**config.mk**
```make
export PLATFORM = sky130hd
export DESIGN_NAME = sb_store_buffer
export DESIGN_NICKNAME = d
export VERILOG_FILES = /design/src/rtl/sb_pkg.sv /design/src/rtl/sb_classify.sv /design/src/rtl/sb_ctrl.sv /design/src/rtl/sb_entry.sv /design/src/rtl/sb_store_buffer.sv
export SDC_FILE = /design/constraint.sdc
export NUM_CORES = 1
export LEC_CHECK = 0
export BUFFER_PORTS_ARGS = -buffer_cell sky130_fd_sc_hd__buf_2
export CAP_MARGIN = 10
export CORE_MARGIN = 8
export CORE_UTILIZATION = 40
export DETAILED_ROUTE_END_ITERATION = 6
export HOLD_SLACK_MARGIN = 0.15
export PLACE_DENSITY = 0.8
export SYNTH_ARGS = -nofsm -noshare
export SYNTH_HDL_FRONTEND = slang
export SYNTH_SLANG_ARGS = --single-unit
export TNS_END_PERCENT = 20
```
**constraint.sdc**
```tcl
create_clock -name clk -period 1.7 [get_ports clk]
set_clock_uncertainty 0.05 [all_clocks]
set_input_delay 0.34 -clock clk [delete_from_list [all_inputs] [get_ports clk]]
set_output_delay 0.34 -clock clk [all_outputs]
set_load 0.01 [all_outputs]
```
**src/rtl/sb_pkg.sv**
```systemverilog
package sb_pkg;

  localparam logic [1:0] KIND_NONE  = 2'b00;
  localparam logic [1:0] KIND_LOAD  = 2'b01;
  localparam logic [1:0] KIND_STORE = 2'b10;
  localparam logic [1:0] KIND_SPARE = 2'b11;

  typedef enum logic [1:0] {
    ST_IDLE  = 2'd0,
    ST_DRAIN = 2'd1,
    ST_READ  = 2'd2
  } sb_state_e;

  // true for the two kinds that use the DRAM port
  function automatic logic kind_is_mem(logic [1:0] kind);
    return (kind == KIND_LOAD) || (kind == KIND_STORE);
  endfunction

  // the DRAM port can take a new operation this cycle
  function automatic logic slot_free(sb_state_e st, logic done);
    return (st == ST_IDLE) || done;
  endfunction

  // thread cycles a store costs, given whether the next op touches memory
  function automatic int unsigned store_cost(logic next_is_mem);
    return next_is_mem ? 2 : 1;
  endfunction

endpackage

```
**src/rtl/sb_classify.sv**
```systemverilog
module sb_classify
  import sb_pkg::*;
(
  input  logic       op_valid,
  input  logic [1:0] op_kind,
  output logic       want_ld,
  output logic       want_st,
  output logic       want_other
);

  assign want_ld    = op_valid && (op_kind == KIND_LOAD);
  assign want_st    = op_valid && (op_kind == KIND_STORE);
  assign want_other = op_valid && !kind_is_mem(op_kind);

endmodule

```
**src/rtl/sb_ctrl.sv**
```systemverilog
module sb_ctrl
  import sb_pkg::*;
(
  input  logic clk,
  input  logic rst_n,
  input  logic want_ld,
  input  logic want_st,
  input  logic want_other,
  input  logic dram_done,
  output logic op_ready,
  output logic take_st,
  output logic take_ld,
  output logic buf_full,
  output logic ld_valid
);

  sb_state_e st_q, st_d;
  logic      free_w;

  assign free_w   = slot_free(st_q, dram_done);
  assign take_st  = want_st & free_w;
  assign take_ld  = want_ld & free_w;
  assign op_ready = want_other | take_st | take_ld;

  always_comb begin
    st_d = st_q;
    if (take_st)                            st_d = ST_DRAIN;
    else if (take_ld)                       st_d = ST_READ;
    else if (st_q != ST_IDLE && dram_done)  st_d = ST_IDLE;
  end

  always_ff @(posedge clk or negedge rst_n) begin
    if (!rst_n) st_q <= ST_IDLE;
    else        st_q <= st_d;
  end

  assign buf_full = (st_q == ST_DRAIN);
  assign ld_valid = (st_q == ST_READ) && dram_done;


  full_after_store_chk: assert property (@(posedge clk) disable iff (!rst_n)
    take_st |=> buf_full);


  full_clear_chk: assert property (@(posedge clk) disable iff (!rst_n)
    (buf_full && dram_done && !take_st) |=> !buf_full);


  load_not_full_chk: assert property (@(posedge clk) disable iff (!rst_n)
    ld_valid |-> !buf_full);


  other_keeps_full_chk: assert property (@(posedge clk) disable iff (!rst_n)
    (want_other && buf_full && !dram_done) |=> buf_full);

endmodule

```
**src/rtl/sb_entry.sv**
```systemverilog
module sb_entry #(
  parameter int AW = 16,
  parameter int DW = 32
) (
  input  logic          clk,
  input  logic          rst_n,
  input  logic          take_st,
  input  logic          take_ld,
  input  logic [AW-1:0] op_addr,
  input  logic [DW-1:0] op_wdata,
  output logic          dram_req,
  output logic          dram_we,
  output logic [AW-1:0] dram_addr,
  output logic [DW-1:0] dram_wdata
);

  logic take_any;
  assign take_any = take_st | take_ld;

  always_ff @(posedge clk or negedge rst_n) begin
    if (!rst_n) begin
      dram_req   <= 1'b0;
      dram_we    <= 1'b0;
      dram_addr  <= '0;
      dram_wdata <= '0;
    end else begin
      dram_req <= take_any;
      if (take_any) begin
        dram_we    <= take_st;
        dram_addr  <= op_addr;
        dram_wdata <= op_wdata;
      end
    end
  end


  req_single_chk: assert property (@(posedge clk) disable iff (!rst_n)
    dram_req |=> !dram_req);


  req_follows_store_chk: assert property (@(posedge clk) disable iff (!rst_n)
    take_st |=> (dram_req && dram_we));


  req_follows_load_chk: assert property (@(posedge clk) disable iff (!rst_n)
    take_ld |=> (dram_req && !dram_we));

endmodule

```
**src/rtl/sb_store_buffer.sv**
```systemverilog
module sb_store_buffer
  import sb_pkg::*;
#(
  parameter int AW = 16,
  parameter int DW = 32
) (
  input  logic          clk,
  input  logic          rst_n,
  input  logic          op_valid,
  input  logic [1:0]    op_kind,
  input  logic [AW-1:0] op_addr,
  input  logic [DW-1:0] op_wdata,
  output logic          op_ready,
  output logic          ld_valid,
  output logic [DW-1:0] ld_data,
  output logic          buf_full,
  output logic          dram_req,
  output logic          dram_we,
  output logic [AW-1:0] dram_addr,
  output logic [DW-1:0] dram_wdata,
  input  logic          dram_done,
  input  logic [DW-1:0] dram_rdata
);

  logic want_ld, want_st, want_other;
  logic take_st, take_ld;

  sb_classify u_classify (
    .op_valid   (op_valid),
    .op_kind    (op_kind),
    .want_ld    (want_ld),
    .want_st    (want_st),
    .want_other (want_other)
  );

  sb_ctrl u_ctrl (
    .clk        (clk),
    .rst_n      (rst_n),
    .want_ld    (want_ld),
    .want_st    (want_st),
    .want_other (want_other),
    .dram_done  (dram_done),
    .op_ready   (op_ready),
    .take_st    (take_st),
    .take_ld    (take_ld),
    .buf_full   (buf_full),
    .ld_valid   (ld_valid)
  );

  sb_entry #(.AW(AW), .DW(DW)) u_entry (
    .clk        (clk),
    .rst_n      (rst_n),
    .take_st    (take_st),
    .take_ld    (take_ld),
    .op_addr    (op_addr),
    .op_wdata   (op_wdata),
    .dram_req   (dram_req),
    .dram_we    (dram_we),
    .dram_addr  (dram_addr),
    .dram_wdata (dram_wdata)
  );

  assign ld_data = dram_rdata;


  mem_hold_chk: assert property (@(posedge clk) disable iff (!rst_n)
    (buf_full && !dram_done && op_valid && kind_is_mem(op_kind)) |-> !op_ready);


  other_ready_chk: assert property (@(posedge clk) disable iff (!rst_n)
    (op_valid && !kind_is_mem(op_kind)) |-> op_ready);


  idle_quiet_chk: assert property (@(posedge clk) disable iff (!rst_n)
    !op_valid |-> (!op_ready ##1 !dram_req));

endmodule

```
# After elaboration in Yosys (flattened, before gate mapping)
# Cells that the tools add are included.
[totals]
reg_bits = 52
in_bits = 86
out_inout_bits = 85
word_cells = 28
[classes]
n_eq_ne = 4
mux = 3
n_bitwise = 5
reduce_logical = 11
[ops]
columns = ["op", "count"]
rows = [
  ["2-to-1 mux 2 bit", 3],
  ["logical AND 1 bit", 5],
  ["equality test 2 x 1 -> 1 bit (second input constant)", 2],
  ["equality test 2 bit (second input constant)", 2],
  ["bitwise OR 1 bit", 3],
  ["nonzero test 3 bit", 1],
  ["AND 1 bit", 2],
  ["zero test 2 bit", 1],
  ["logical OR 1 bit", 2],
  ["nonzero test 2 bit", 1],
  ["zero test 1 bit", 1],
]

# Depth between registers and ports, before layout
# Gate-level depths: netlist of the first run.
[depth]
word_depth = 6
mapped_depth = 6

# Modules after synthesis
# A second synthesis of the first run with hierarchy kept.
[hier_totals]
cells_unflattened = 160
area_unflattened_um2 = 2322.2
[modules_own_cells]
columns = ["module", "instances", "cells_per_inst", "area_per_inst_um2", "seq_area_each_um2"]
rows = [
  ["sb_entry", 1, 107, 1900.6, 1251.2],
  ["sb_store_buffer", 1, 32, 240.2, 0.0],
  ["sb_ctrl", 1, 14, 130.1, 50.0],
  ["sb_classify", 1, 7, 51.3, 0.0],
]

# Worst setup path before layout of the first run
# No wires, ideal clock.
[synth_path]
path_type = "input-to-output"
start = "in op_kind[0]"
end = "out op_ready"
arrival_time_ns = 1.203
slack_ns = 0.107
cell_stages = 6
cell_sequence = "inv_1 -> ha_1 -> o21ai_2 -> nor2_8 -> buf_6 -> a21o_1"
[synth_via]
elab_chain_cells = 6
elab_cells_between_ends = 11
cone_classes = "eq/ne: 2; bitwise: 4; reduce/logical: 5"
[synth_rtl]
columns = ["item", "line_no", "rtl"]
rows = [
  ["from (decl)", "sb_store_buffer.sv:10", "input logic [1:0] op_kind,"],
  ["equality test 2 x 1 -> 1 bit or equality test 2 bit (tied branches)", "sb_pkg.sv:16, sb_classify.sv:11, sb_classify.sv:12", ""],
  ["logical OR 1 bit", "sb_pkg.sv:16", "return (kind == KIND_LOAD) || (kind == KIND_STORE);"],
  ["zero test 1 bit", "sb_classify.sv:13", "assign want_other = op_valid && !kind_is_mem(op_kind);"],
  ["logical AND 1 bit", "sb_classify.sv:13", ""],
  ["bitwise OR 1 bit", "sb_ctrl.sv:23", "assign op_ready = want_other | take_st | take_ld;"],
  ["bitwise OR 1 bit *", "sb_ctrl.sv:23", ""],
  ["to (decl)", "sb_store_buffer.sv:13", "output logic op_ready,"],
]
# Mark *: on every way between the ends. The rest lies on a longest branch, timed or not.

# Final worst setup path of the first run
# Same ends and word-level chain as after synthesis.

==> metrics.txt, run 1 <==
Core ar.=slightly below 6000 um^2; share of total power consumed by net switching=27.3%; Leak=~0.0015 uW; worst slack at placement=2.62 ps; number of library cell types mapped by synthesis=20; count of final max-slew check failures=0; cell area after technology mapping=~2300 um^2; crit path setup slack, layout=66.9 ps; global route overflow=0; number of nets in the layout=329; unrepaired setup endpoints after global routing=no; leading cell types in the layout, fill and taps excluded=106 x sky130_fd_sc_hd__buf_2, 52 x sky130_fd_sc_hd__dfrtp_1, 34 x sky130_fd_sc_hd__mux2_2; Post-DP HPWL=about 3800 um; Port Buf Inserts=roughly 110; main area contributors after synthesis=sky130_fd_sc_hd__dfrtp_1 56%, sky130_fd_sc_hd__mux2_2 16%, sky130_fd_sc_hd__buf_4 10%, sky130_fd_sc_hd__mux2_4 9.0%, sky130_fd_sc_hd__buf_6 1.9%; maximum root-to-sink buffer count=2; period utilisation layout=between 90% and 100%; worst path required time=1310 ps; remaining antenna violation count=0; power density normalized to cell area=1170 nW/um^2; worst skew pair latency=290 ps; number of optimization iterations in the first detailed-route pass=3; part of the power in the clock network=24.3%; sequential-to-total area share from yosys stat=a little under three fifths; WL/cell=roughly 15 um; CTS Sinks=52; diode insertion count for antenna repair=0; Worst setup SP type=primary input; crit-path max FO=2; standard-cell rows=28; Setup-failing EPs final=0; Inserted Clock Buffers=5; flip-flop and latch count after synthesis=52; synthesis-to-finish area growth=23.5%; Die Height=around 93 um; ratio of cells with drive above 1 in the final layout=71.5%; aggregate global-route resource usage=11.2%; arrival time reported for the critical path endpoint=roughly 1200 ps; Hold/Removal Path Class=primary input to register; setup TNS=0 ps; Syn Nets=244; global-route wire length before repair=approximately 7900 um; horizontal die dimension=92.5 um; largest area contributor in the netlist=sky130_fd_sc_hd__dfrtp_1; DRC Markers=0; number of top-level pins=around 170; detailed-route via count=1,456; worst setup path category=primary input to output port; Post-Route Utilization=50.0%; most common cell after layout, fill and taps aside=sky130_fd_sc_hd__buf_2; die footprint=8560 um^2; ratio of routed vias to standard cells=around 4.6; placed cell areas=2750 um^2; antenna violations before repair=0; most common flop cell mapped by yosys=sky130_fd_sc_hd__dfrtp_1; worst slew margin relative to its limit=82.2%; internal power summed over all cells=2460 uW; minimum clock period after layout=1630 ps; maximum number of pins on one net before global-route repair=53; share of total power in combinational logic=between 20 and 30%; starting density of the core=40.5%; final standard cell area without fillers=2890 um^2; number of global-route vias before repair=1,693; TritonCTS clock tree=done; clock-pin slew on the worst setup and hold paths=90 ps; count of H-tree levels built during CTS=2; Max Fclk=612 MHz; routed wire length=4790 um; endpoint type of the worst setup path=output port; Synth top area share=55.6%; run status=finished, final reports clean; count of routing violations after the opening detailed-route iteration=29; power dissipated by switching net loads=~930 uW; final hold violation count=0; number of inserted filler cells in the final layout=approximately 520; EDFF count, synth=0; final worst hold slack=218 ps; proportion of power drawn by flip-flops and latches=around half; instance count of the mapped netlist=156; worst vdd rail ir drop=about 0.43 mV; post-synthesis async set-or-reset flop share=100%; measured slew at the worst slew-check pin=around 270 ps; average size of a mapped cell=15.0 um^2; Max-cap violations=0; routability congestion estimate from global placement=0.758; YS warnings=0; clock root buffer=sky130_fd_sc_hd__clkbuf_8
-- what timing repair did --
item	in CTS	in global routing
endpoints found under the hold margin	52	0
endpoints found under the setup margin	1	1
pin swaps	1	0
resized for setup	0	1
hold buffers	1	0
buffers inserted	2	0
-- flip-flops by register name, summed over array words and instances (netlist names) --
| register | count |
|---|---|
| u_ctrl.st_q | 2 |
| u_entry.dram_addr | 16 |
| u_entry.dram_req | 1 |
| u_entry.dram_wdata | 32 |
| u_entry.dram_we | 1 |
-- worst max-delay path, cell delays in order --
cell                      delay [ps]
sky130_fd_sc_hd__buf_2            90
sky130_fd_sc_hd__inv_1            40
sky130_fd_sc_hd__ha_1            230
sky130_fd_sc_hd__o21ai_4         220
sky130_fd_sc_hd__nor2_8           60
sky130_fd_sc_hd__a21o_1          140
sky130_fd_sc_hd__buf_2           130
-- cell families after synthesis --
family,after synthesis,share of synthesized area (%)
mux,48,25.3
fa+ha+maj,2,1.07
simple gates,7,2.24
compound gates,7,2.51
buf+inv,40,13.3
flops,52,55.6
-- worst paths after layout --
check | start | slack (ps) | depth (start not counted) | endpoint
min in group asynchronous | rst_n | 500 | 3 | u_entry.dram_addr[0]
min | op_wdata[27] | 220 | 2 | u_entry.dram_wdata[27]
max in group asynchronous | rst_n | 870 | 3 | u_entry.dram_wdata[25]
max | op_kind[0] | 70 | 7 | op_ready
max reg2reg | u_ctrl.st_q[1] | 100 | 5 | u_entry.dram_wdata[11]
min reg2reg | u_entry.dram_addr[8] | 460 | 1 | u_entry.dram_addr[8]
-- power by group through the flow --
| stage | sequential [uW] | combinational (uW) | clock [uW] |
|---|---|---|---|
| final | 1630 | 936 | 822 |
| after global placement | 1650 | 925 | 0 |
| after detailed placement | 1660 | 948 | 0 |
| after global routing | 1670 | 1020 | 915 |
| after CTS | 1630 | 957 | 861 |
| after floorplan | 1790 | 446 | 0 |
-- synthesized netlist by cell type (2+ instances only) --
cell and instances:
sky130_fd_sc_hd__dfrtp_1 52, sky130_fd_sc_hd__mux2_2 34, sky130_fd_sc_hd__buf_4 32, sky130_fd_sc_hd__mux2_4 14, sky130_fd_sc_hd__buf_6 4, sky130_fd_sc_hd__inv_1 3
sky130_fd_sc_hd__ha_1 2, sky130_fd_sc_hd__nand2_1 2, sky130_fd_sc_hd__o21ai_0 2
-- final cells by class --
class                      instances  area (um^2)  share of cell area [%]
clock buffer                       5         68.8                    2.38
clock inverter                     3         42.5                    1.47
inverter                           3         11.3                   0.389
multi-input combinational         64          737                    25.5
sequential                        52         1300                    45.0
tap                               75         93.8                    3.24
timing repair buffer             115          638                    22.1
-- stage by stage --
stage               total power [uW]  instances
floorplan                       2240        156
global placement                2570        306
detailed placement              2600        306
CTS                             3450        317
global route                    3600        317
finish                          3390        317
-- layer usage --
metal | vias up | routed length (um) | track usage, %
met5 | - | 0 | 0
met2 | 86 | 2240 | 17.8
met3 | 16 | 689 | 7.44
li1 | 663 | - | -
met4 | 0 | 95 | 5.23
met1 | 691 | 1770 | 11.2
(Power assumes the default switching activity.)
==> run 2: changes to the inputs <==
--- a/config.mk
+++ b/config.mk
@@ -7,6 +7,7 @@
 export LEC_CHECK = 0
 export BUFFER_PORTS_ARGS = -buffer_cell sky130_fd_sc_hd__buf_2
 export CAP_MARGIN = 10
+export CORE_ASPECT_RATIO = 0.7
 export CORE_MARGIN = 8
 export CORE_UTILIZATION = 40
 export DETAILED_ROUTE_END_ITERATION = 6
==> run 2 against run 1 <==
Against the previous run: sequential share of layout area rose by 0.63 points; non-clock buffer count fell by 2; fmax fell by 1.5%; via count fell by 1.5%.
==> metrics.txt, run 2 (synthesis gave the netlist of run 1 again) <==
crit-path max FO=3 (was 2); leading cell types in the layout, fill and taps excluded=106 x sky130_fd_sc_hd__buf_2, 52 x sky130_fd_sc_hd__dfrtp_1, 34 x sky130_fd_sc_hd__mux2_2 (unchanged); placed cell areas=2730 um^2 (was 2750 um^2); worst path required time=1310 ps (about the same); clock root buffer=sky130_fd_sc_hd__clkbuf_8 (unchanged); global-route wire length before repair=8300 um (was 7870 um); run status=finished, final reports clean (unchanged); Post-DP HPWL=3810 um (was 3780 um); number of optimization iterations in the first detailed-route pass=4 (was 3); master of the slowest instance on the critical path=sky130_fd_sc_hd__o21ai_2 (was sky130_fd_sc_hd__ha_1); cell count after placement=304 (was 306); arrival time reported for the critical path endpoint=1270 ps (was 1240 ps); DRC Markers=0 (unchanged); die footprint=8600 um^2 (was 8560 um^2); period utilisation layout=97.5% (was 96.1%); antenna violations before repair=0 (unchanged); standard-cell rows=23 (was 28); non-filler cells, final=315 (was 317); maximum root-to-sink buffer count=2 (unchanged); Port Buf Inserts=106 (unchanged); worst skew pair latency=290 ps (about the same); measured slew at the worst slew-check pin=276 ps (was 268 ps); power density normalized to cell area=1150 nW/um^2 (was 1170 nW/um^2); count of H-tree levels built during CTS=2 (unchanged); Most flops, register=u_entry.dram_wdata (unchanged); endpoint type of the worst setup path=output port (unchanged); biggest cell delay along the critical path=250 ps (was 230 ps); Max-cap violations=0 (unchanged); setup TNS=0 ps (unchanged); worst slew margin relative to its limit=81.6% (was 82.2%); global route overflow=0 (unchanged); Core ar.=5700 um^2 (was 5780 um^2); number of global-route vias before repair=1,644 (was 1,693); aggregate global-route resource usage=11.9% (was 11.2%); TritonCTS clock tree=done (unchanged); diode insertion count for antenna repair=0 (unchanged); leading registers by flop count=u_entry.dram_wdata: 32 flops, u_entry.dram_addr: 16 flops, u_ctrl.st_q: 2 flops (unchanged); Post-Route Utilization=50.1% (was 50.0%); Inserted Clock Buffers=5 (unchanged); CTS Sinks=52 (unchanged); Worst setup SP type=primary input (unchanged); routed wire length=4880 um (was 4790 um); Leak=0.00143 uW (was 0.00145 uW); minimum clock period after layout=1660 ps (was 1630 ps); number of inserted filler cells in the final layout=506 (was 519); final worst hold slack=220 ps (was 218 ps); detailed-route via count=1,434 (was 1,456); cell seen most often among critical-path stages=sky130_fd_sc_hd__buf_2 (unchanged); ratio of cells with drive above 1 in the final layout=70.8% (was 71.5%); count of routing violations after the opening detailed-route iteration=47 (was 29); remaining antenna violation count=0 (unchanged); worst setup path category=primary input to output port (unchanged); number of nets in the layout=327 (was 329); sequence of cells on the critical path=buf_2 -> inv_1 -> ha_1 -> o21ai_2 -> nor2_8 -> a21o_1 -> buf_2 (was buf_2 -> inv_1 -> ha_1 -> o21ai_4 -> nor2_8 -> a21o_1 -> buf_2); most common cell after layout, fill and taps aside=sky130_fd_sc_hd__buf_2 (unchanged); Hold/Removal Path Class=primary input to register (unchanged); number of top-level pins=171 (unchanged); unrepaired setup endpoints after global routing=yes (was no); starting density of the core=41.1% (was 40.5%); reg-to-reg slack, setup=210 ps (was 100 ps); count of final max-slew check failures=0 (unchanged); worst vdd rail ir drop=0.452 mV (was 0.432 mV); Setup-failing EPs final=0 (unchanged); final standard cell area without fillers=2850 um^2 (was 2890 um^2); Max Fclk=603 MHz (was 612 MHz); final hold violation count=0 (unchanged); WL/cell=15.5 um (was 15.1 um); horizontal die dimension=107 um (was 92.5 um); routability congestion estimate from global placement=0.701 (was 0.758); Die Height=80.0 um (was 92.5 um); clock-pin slew on the worst setup and hold paths=90 ps (about the same); synthesis-to-finish area growth=21.8% (was 23.5%); max reg flops=32 (unchanged); maximum number of pins on one net before global-route repair=53 (unchanged); ratio of routed vias to standard cells=4.55 (was 4.59)
-- run 2: changes by cell type in the layout (fill, tap and decap cells not counted), sizes merged --
cell	change
buf	-2
clkinv	-1
bufinv	-1
clkbuf	+2
-- run 2: per-stage QoR --
step	setup slack, ps	total power [uW]
after floorplan	107	2240
after global placement	58.4	2570
after detailed placement	17.3	2610
after CTS	17.6	3350
after global routing	-20.1	3500
final	41.7	3270
-- run 2: report_power, final --
group          total, uW  internal, uW  switching (uW)
registers           1630          1500             130
logic                932           516             416
clock network        702           331             371
-- run 2: worst max-delay path: cells and delay by family --
kind,cells,cell delay [ps]
simple gates,1,80
compound gates,2,400
buf+inv,3,260
fa+ha+maj,1,190
-- run 2: repair_timing --
item                                   4_1_cts  5_1_grt
setup buffers                                2        0
gates resized for setup                      0        0
pin swaps                                    2        0
hold buffers                                 1        0
endpoints found under the hold margin       52        0
setup endpoints to repair                    1        1
-- run 2: final timing paths --
| path | startpoint | end | depth (start not counted) |
|---|---|---|---|
| worst max-delay path | op_kind[1] | op_ready | 7 |
| worst min-delay path | op_wdata[24] | u_entry.dram_wdata[24] | 2 |
| worst max register to register | u_ctrl.st_q[0] | u_entry.dram_addr[10] | 4 |
| worst min register to register | u_entry.dram_addr[4] | u_entry.dram_addr[4] | 1 |
| max in group asynchronous | rst_n | u_entry.dram_wdata[6] | 3 |
| min in group asynchronous | rst_n | u_entry.dram_wdata[31] | 3 |
-- run 2: cell type report --
type | count | area [um^2] | area share, %
inverter | 3 | 11.3 | 0.395
tap | 75 | 93.8 | 3.29
sequential | 52 | 1300 | 45.6
multi-input combinational | 64 | 729 | 25.6
clock buffer | 7 | 86.3 | 3.03
timing repair buffer | 113 | 623 | 21.8
clock inverter | 1 | 7.51 | 0.263
-- run 2: routing by layer --
metal	vias up	wire length, um	global-route usage, %	part of all wire, %
li1	661	-	-	-
met3	6	743	7.58	15
met4	0	23	2.76	0.47
met1	684	2010	14.1	41
met5	-	0	0	0
met2	83	2110	17.6	43
==> run 3: changes to the inputs <==
--- a/config.mk
+++ b/config.mk
@@ -6,13 +6,13 @@
 export NUM_CORES = 1
 export LEC_CHECK = 0
 export BUFFER_PORTS_ARGS = -buffer_cell sky130_fd_sc_hd__buf_2
-export CAP_MARGIN = 10
+export CAP_MARGIN = 20
 export CORE_ASPECT_RATIO = 0.7
 export CORE_MARGIN = 8
-export CORE_UTILIZATION = 40
+export CORE_UTILIZATION = 36
 export DETAILED_ROUTE_END_ITERATION = 6
 export HOLD_SLACK_MARGIN = 0.15
-export PLACE_DENSITY = 0.8
+export PLACE_DENSITY = 0.76
 export SYNTH_ARGS = -nofsm -noshare
 export SYNTH_HDL_FRONTEND = slang
 export SYNTH_SLANG_ARGS = --single-unit
==> constraint.sdc (replaced) <==
create_clock -name clk -period 1.5 [get_ports clk]
set_clock_uncertainty 0.05 [all_clocks]
set_input_delay 0.3 -clock clk [delete_from_list [all_inputs] [get_ports clk]]
set_output_delay 0.3 -clock clk [all_outputs]
set_load 0.01 [all_outputs]
==> run 3 against run 2 <==
Against the previous run: the run now ends with setup timing left; clock-buffer cell count grew 1; combinational power grew 16%; cell count grew 2.2%; critical path type is now register to register; critical endpoint is now u_entry.dram_wdata[2]; critical path depth shrank 2; total power grew 14%; hold slack lost 42 ps; sequential share of layout area shrank 1.0 points.
==> metrics.txt, run 3 (synthesis gave the netlist of run 1 again) <==
global-route wire length before repair=8490 um (was 8300 um); number of inserted filler cells in the final layout=556 (was 506); synthesis-to-finish area growth=24.6% (was 21.8%); horizontal die dimension=112 um (was 107 um); leading cell types in the layout, fill and taps excluded=106 x sky130_fd_sc_hd__buf_2, 52 x sky130_fd_sc_hd__dfrtp_1, 34 x sky130_fd_sc_hd__mux2_2 (unchanged); die footprint=9380 um^2 (was 8600 um^2); number of optimization iterations in the first detailed-route pass=4 (unchanged); diode insertion count for antenna repair=0 (unchanged); routability congestion estimate from global placement=0.715 (was 0.701); worst slack at placement=-143 ps (was 17.3 ps); unrepaired setup endpoints after global routing=yes (unchanged); minimum clock period after layout=1590 ps; count of routing violations after the opening detailed-route iteration=25 (was 47); master of the slowest instance on the critical path=sky130_fd_sc_hd__dfrtp_1 (was sky130_fd_sc_hd__o21ai_2); Inserted Clock Buffers=5 (unchanged); Worst setup SP type=register (was primary input); Post-DP HPWL=3750 um (was 3810 um); endpoint type of the worst setup path=register (was output port); Most flops, register=u_entry.dram_wdata (unchanged); worst slew margin relative to its limit=81.5% (was 81.6%); Core ar.=6250 um^2 (was 5700 um^2); placed cell areas=2780 um^2 (was 2730 um^2); measured slew at the worst slew-check pin=277 ps (was 276 ps); Hold/Removal Path Class=primary input to register (unchanged); run status=finished, violations left (was finished, final reports clean); maximum number of pins on one net before global-route repair=53 (unchanged); biggest cell delay along the critical path=400 ps (was 250 ps); WL/cell=15.5 um (about the same); aggregate global-route resource usage=10.9% (was 11.9%); area taken by flip-flops and latches=1300 um^2 (unchanged); proportion of power drawn by flip-flops and latches=49.5% (was 50.0%); arrival time reported for the critical path endpoint=1730 ps (was 1270 ps); antenna violations before repair=0 (unchanged); CTS Sinks=52 (unchanged); detailed-route via count=1,474 (was 1,434); TritonCTS clock tree=done (unchanged); sequence of cells on the critical path=o21ba_4 -> nor2_8 -> buf_4 -> clkbuf_16 -> mux2_2 (was buf_2 -> inv_1 -> ha_1 -> o21ai_2 -> nor2_8 -> a21o_1 -> buf_2); ratio of routed vias to standard cells=4.58 (was 4.55); leading registers by flop count=u_entry.dram_wdata: 32 flops, u_entry.dram_addr: 16 flops, u_ctrl.st_q: 2 flops (unchanged); Max Fclk=628 MHz; share of total power in combinational logic=28.9% (was 28.5%); non-filler cells, final=322 (was 315); count of final max-slew check failures=0 (unchanged); power density normalized to cell area=1280 nW/um^2 (was 1150 nW/um^2); final standard cell area without fillers=2920 um^2 (was 2850 um^2); worst skew pair latency=290 ps (about the same); max reg flops=32 (unchanged); internal power summed over all cells=2690 uW (was 2350 uW); starting density of the core=37.5% (was 41.1%); Max-cap violations=0 (unchanged); Leak=0.00146 uW (was 0.00143 uW); final worst hold slack=178 ps (was 220 ps); period utilisation layout=106%; share of total power consumed by net switching=28.1% (was 28.0%); Setup-failing EPs final=49 (was 0); ratio of cells with drive above 1 in the final layout=71.3% (was 70.8%); number of global-route vias before repair=1,760 (was 1,644); power dissipated by switching net loads=1050 uW (was 916 uW); crit path setup slack, layout=-93.2 ps (was 41.7 ps); part of the power in the clock network=21.6% (was 21.5%); routed wire length=4990 um (was 4880 um); Die Height=83.5 um (was 80.0 um); most common cell after layout, fill and taps aside=sky130_fd_sc_hd__buf_2 (unchanged); Port Buf Inserts=106 (unchanged); worst path required time=1630 ps (was 1310 ps); global route overflow=0 (unchanged); maximum root-to-sink buffer count=2 (unchanged); cell count after placement=311 (was 304); combined area of the multi-input logic cells=734 um^2 (was 729 um^2); final hold violation count=0 (unchanged); worst setup path category=register to register (was primary input to output port); remaining antenna violation count=0 (unchanged); DRC Markers=0 (unchanged); failing checks=setup timing; crit-path max FO=11 (was 3); standard-cell rows=24 (was 23); number of top-level pins=171 (unchanged); clock-pin slew on the worst setup and hold paths=90 ps (about the same); worst vdd rail ir drop=0.513 mV (was 0.452 mV); count of H-tree levels built during CTS=2 (unchanged); number of nets in the layout=331 (was 327); clock root buffer=sky130_fd_sc_hd__clkbuf_8 (unchanged)
==> run 3: changes by cell type in the layout (fill, tap and decap cells not counted) <==
| cell | delta |
|---|---|
| sky130_fd_sc_hd__buf_12 | +1 |
| sky130_fd_sc_hd__buf_4 | +2 |
| sky130_fd_sc_hd__clkbuf_1 | +1 |
| sky130_fd_sc_hd__clkbuf_16 | +1 |
| sky130_fd_sc_hd__clkinvlp_4 | -1 |
| sky130_fd_sc_hd__nor3b_1 | -1 |
| sky130_fd_sc_hd__nor3b_2 | +1 |
==> run 3: stage by stage <==
stage,util [%],power (uW),TNS (ps)
floorplan,-,2530,0
global placement,44.5,2930,-3230
detailed placement,44.5,2960,-5140
CTS,46.3,3800,-2560
global route,46.7,3980,-5410
finish,46.7,3740,-2770
==> run 3: what timing repair did <==
action / CTS / global route
buffers inserted: 1 / 0
hold endpoints to repair: 52 / 0
resized for setup: 1 / 0
hold buffers: 1 / 0
pin swaps: 2 / 1
setup endpoints to repair: 25 / 50
gates cloned: 0 / 1
==> run 3: layout make-up <==
class                      count  share of cell area, %
clock buffer                   8                   3.09
inverter                       3                  0.386
multi-input combinational     64                   25.2
sequential                    52                   44.6
tap                           78                   3.34
timing repair buffer         117                   23.4
==> run 3: per-layer routing <==
layer	vias to the layer above	wire length, um	track usage (%)
met5	-	0	0
met1	716	2170	12.1
li1	674	-	-
met4	0	36	2.68
met3	8	544	6.29
met2	76	2230	17.5
==> run 3: critical path: cells and delay by family, from the launching register on <==
family                 cells  cell delay (ps)
flip-flops                 1              400
AND/OR/NAND/NOR            1               80
buffers and inverters      2              370
AO/OA/AOI/OAI              1              250
multiplexers               1              330
==> run 3: power groups by stage <==
stage	Clock [uW]	Combinational (uW)	Sequential, uW
finish	807	1080	1850
global route	898	1180	1900
CTS	849	1090	1850
detailed placement	0	1090	1870
global placement	0	1060	1870
floorplan	0	505	2030
==> run 3: path summary, 6_finish.rpt <==
path	startpoint	endpoint	slack [ps]	depth (start not counted)
max reg2reg	u_ctrl.st_q[0]	u_entry.dram_wdata[2]	-90	5
min	op_addr[15]	u_entry.dram_addr[15]	180	2
min in group asynchronous	rst_n	u_entry.dram_wdata[23]	480	3
max in group asynchronous	rst_n	u_entry.dram_wdata[4]	700	3
max	u_ctrl.st_q[0]	u_entry.dram_wdata[2]	-90	5
min reg2reg	u_entry.dram_wdata[12]	u_entry.dram_wdata[12]	460	1
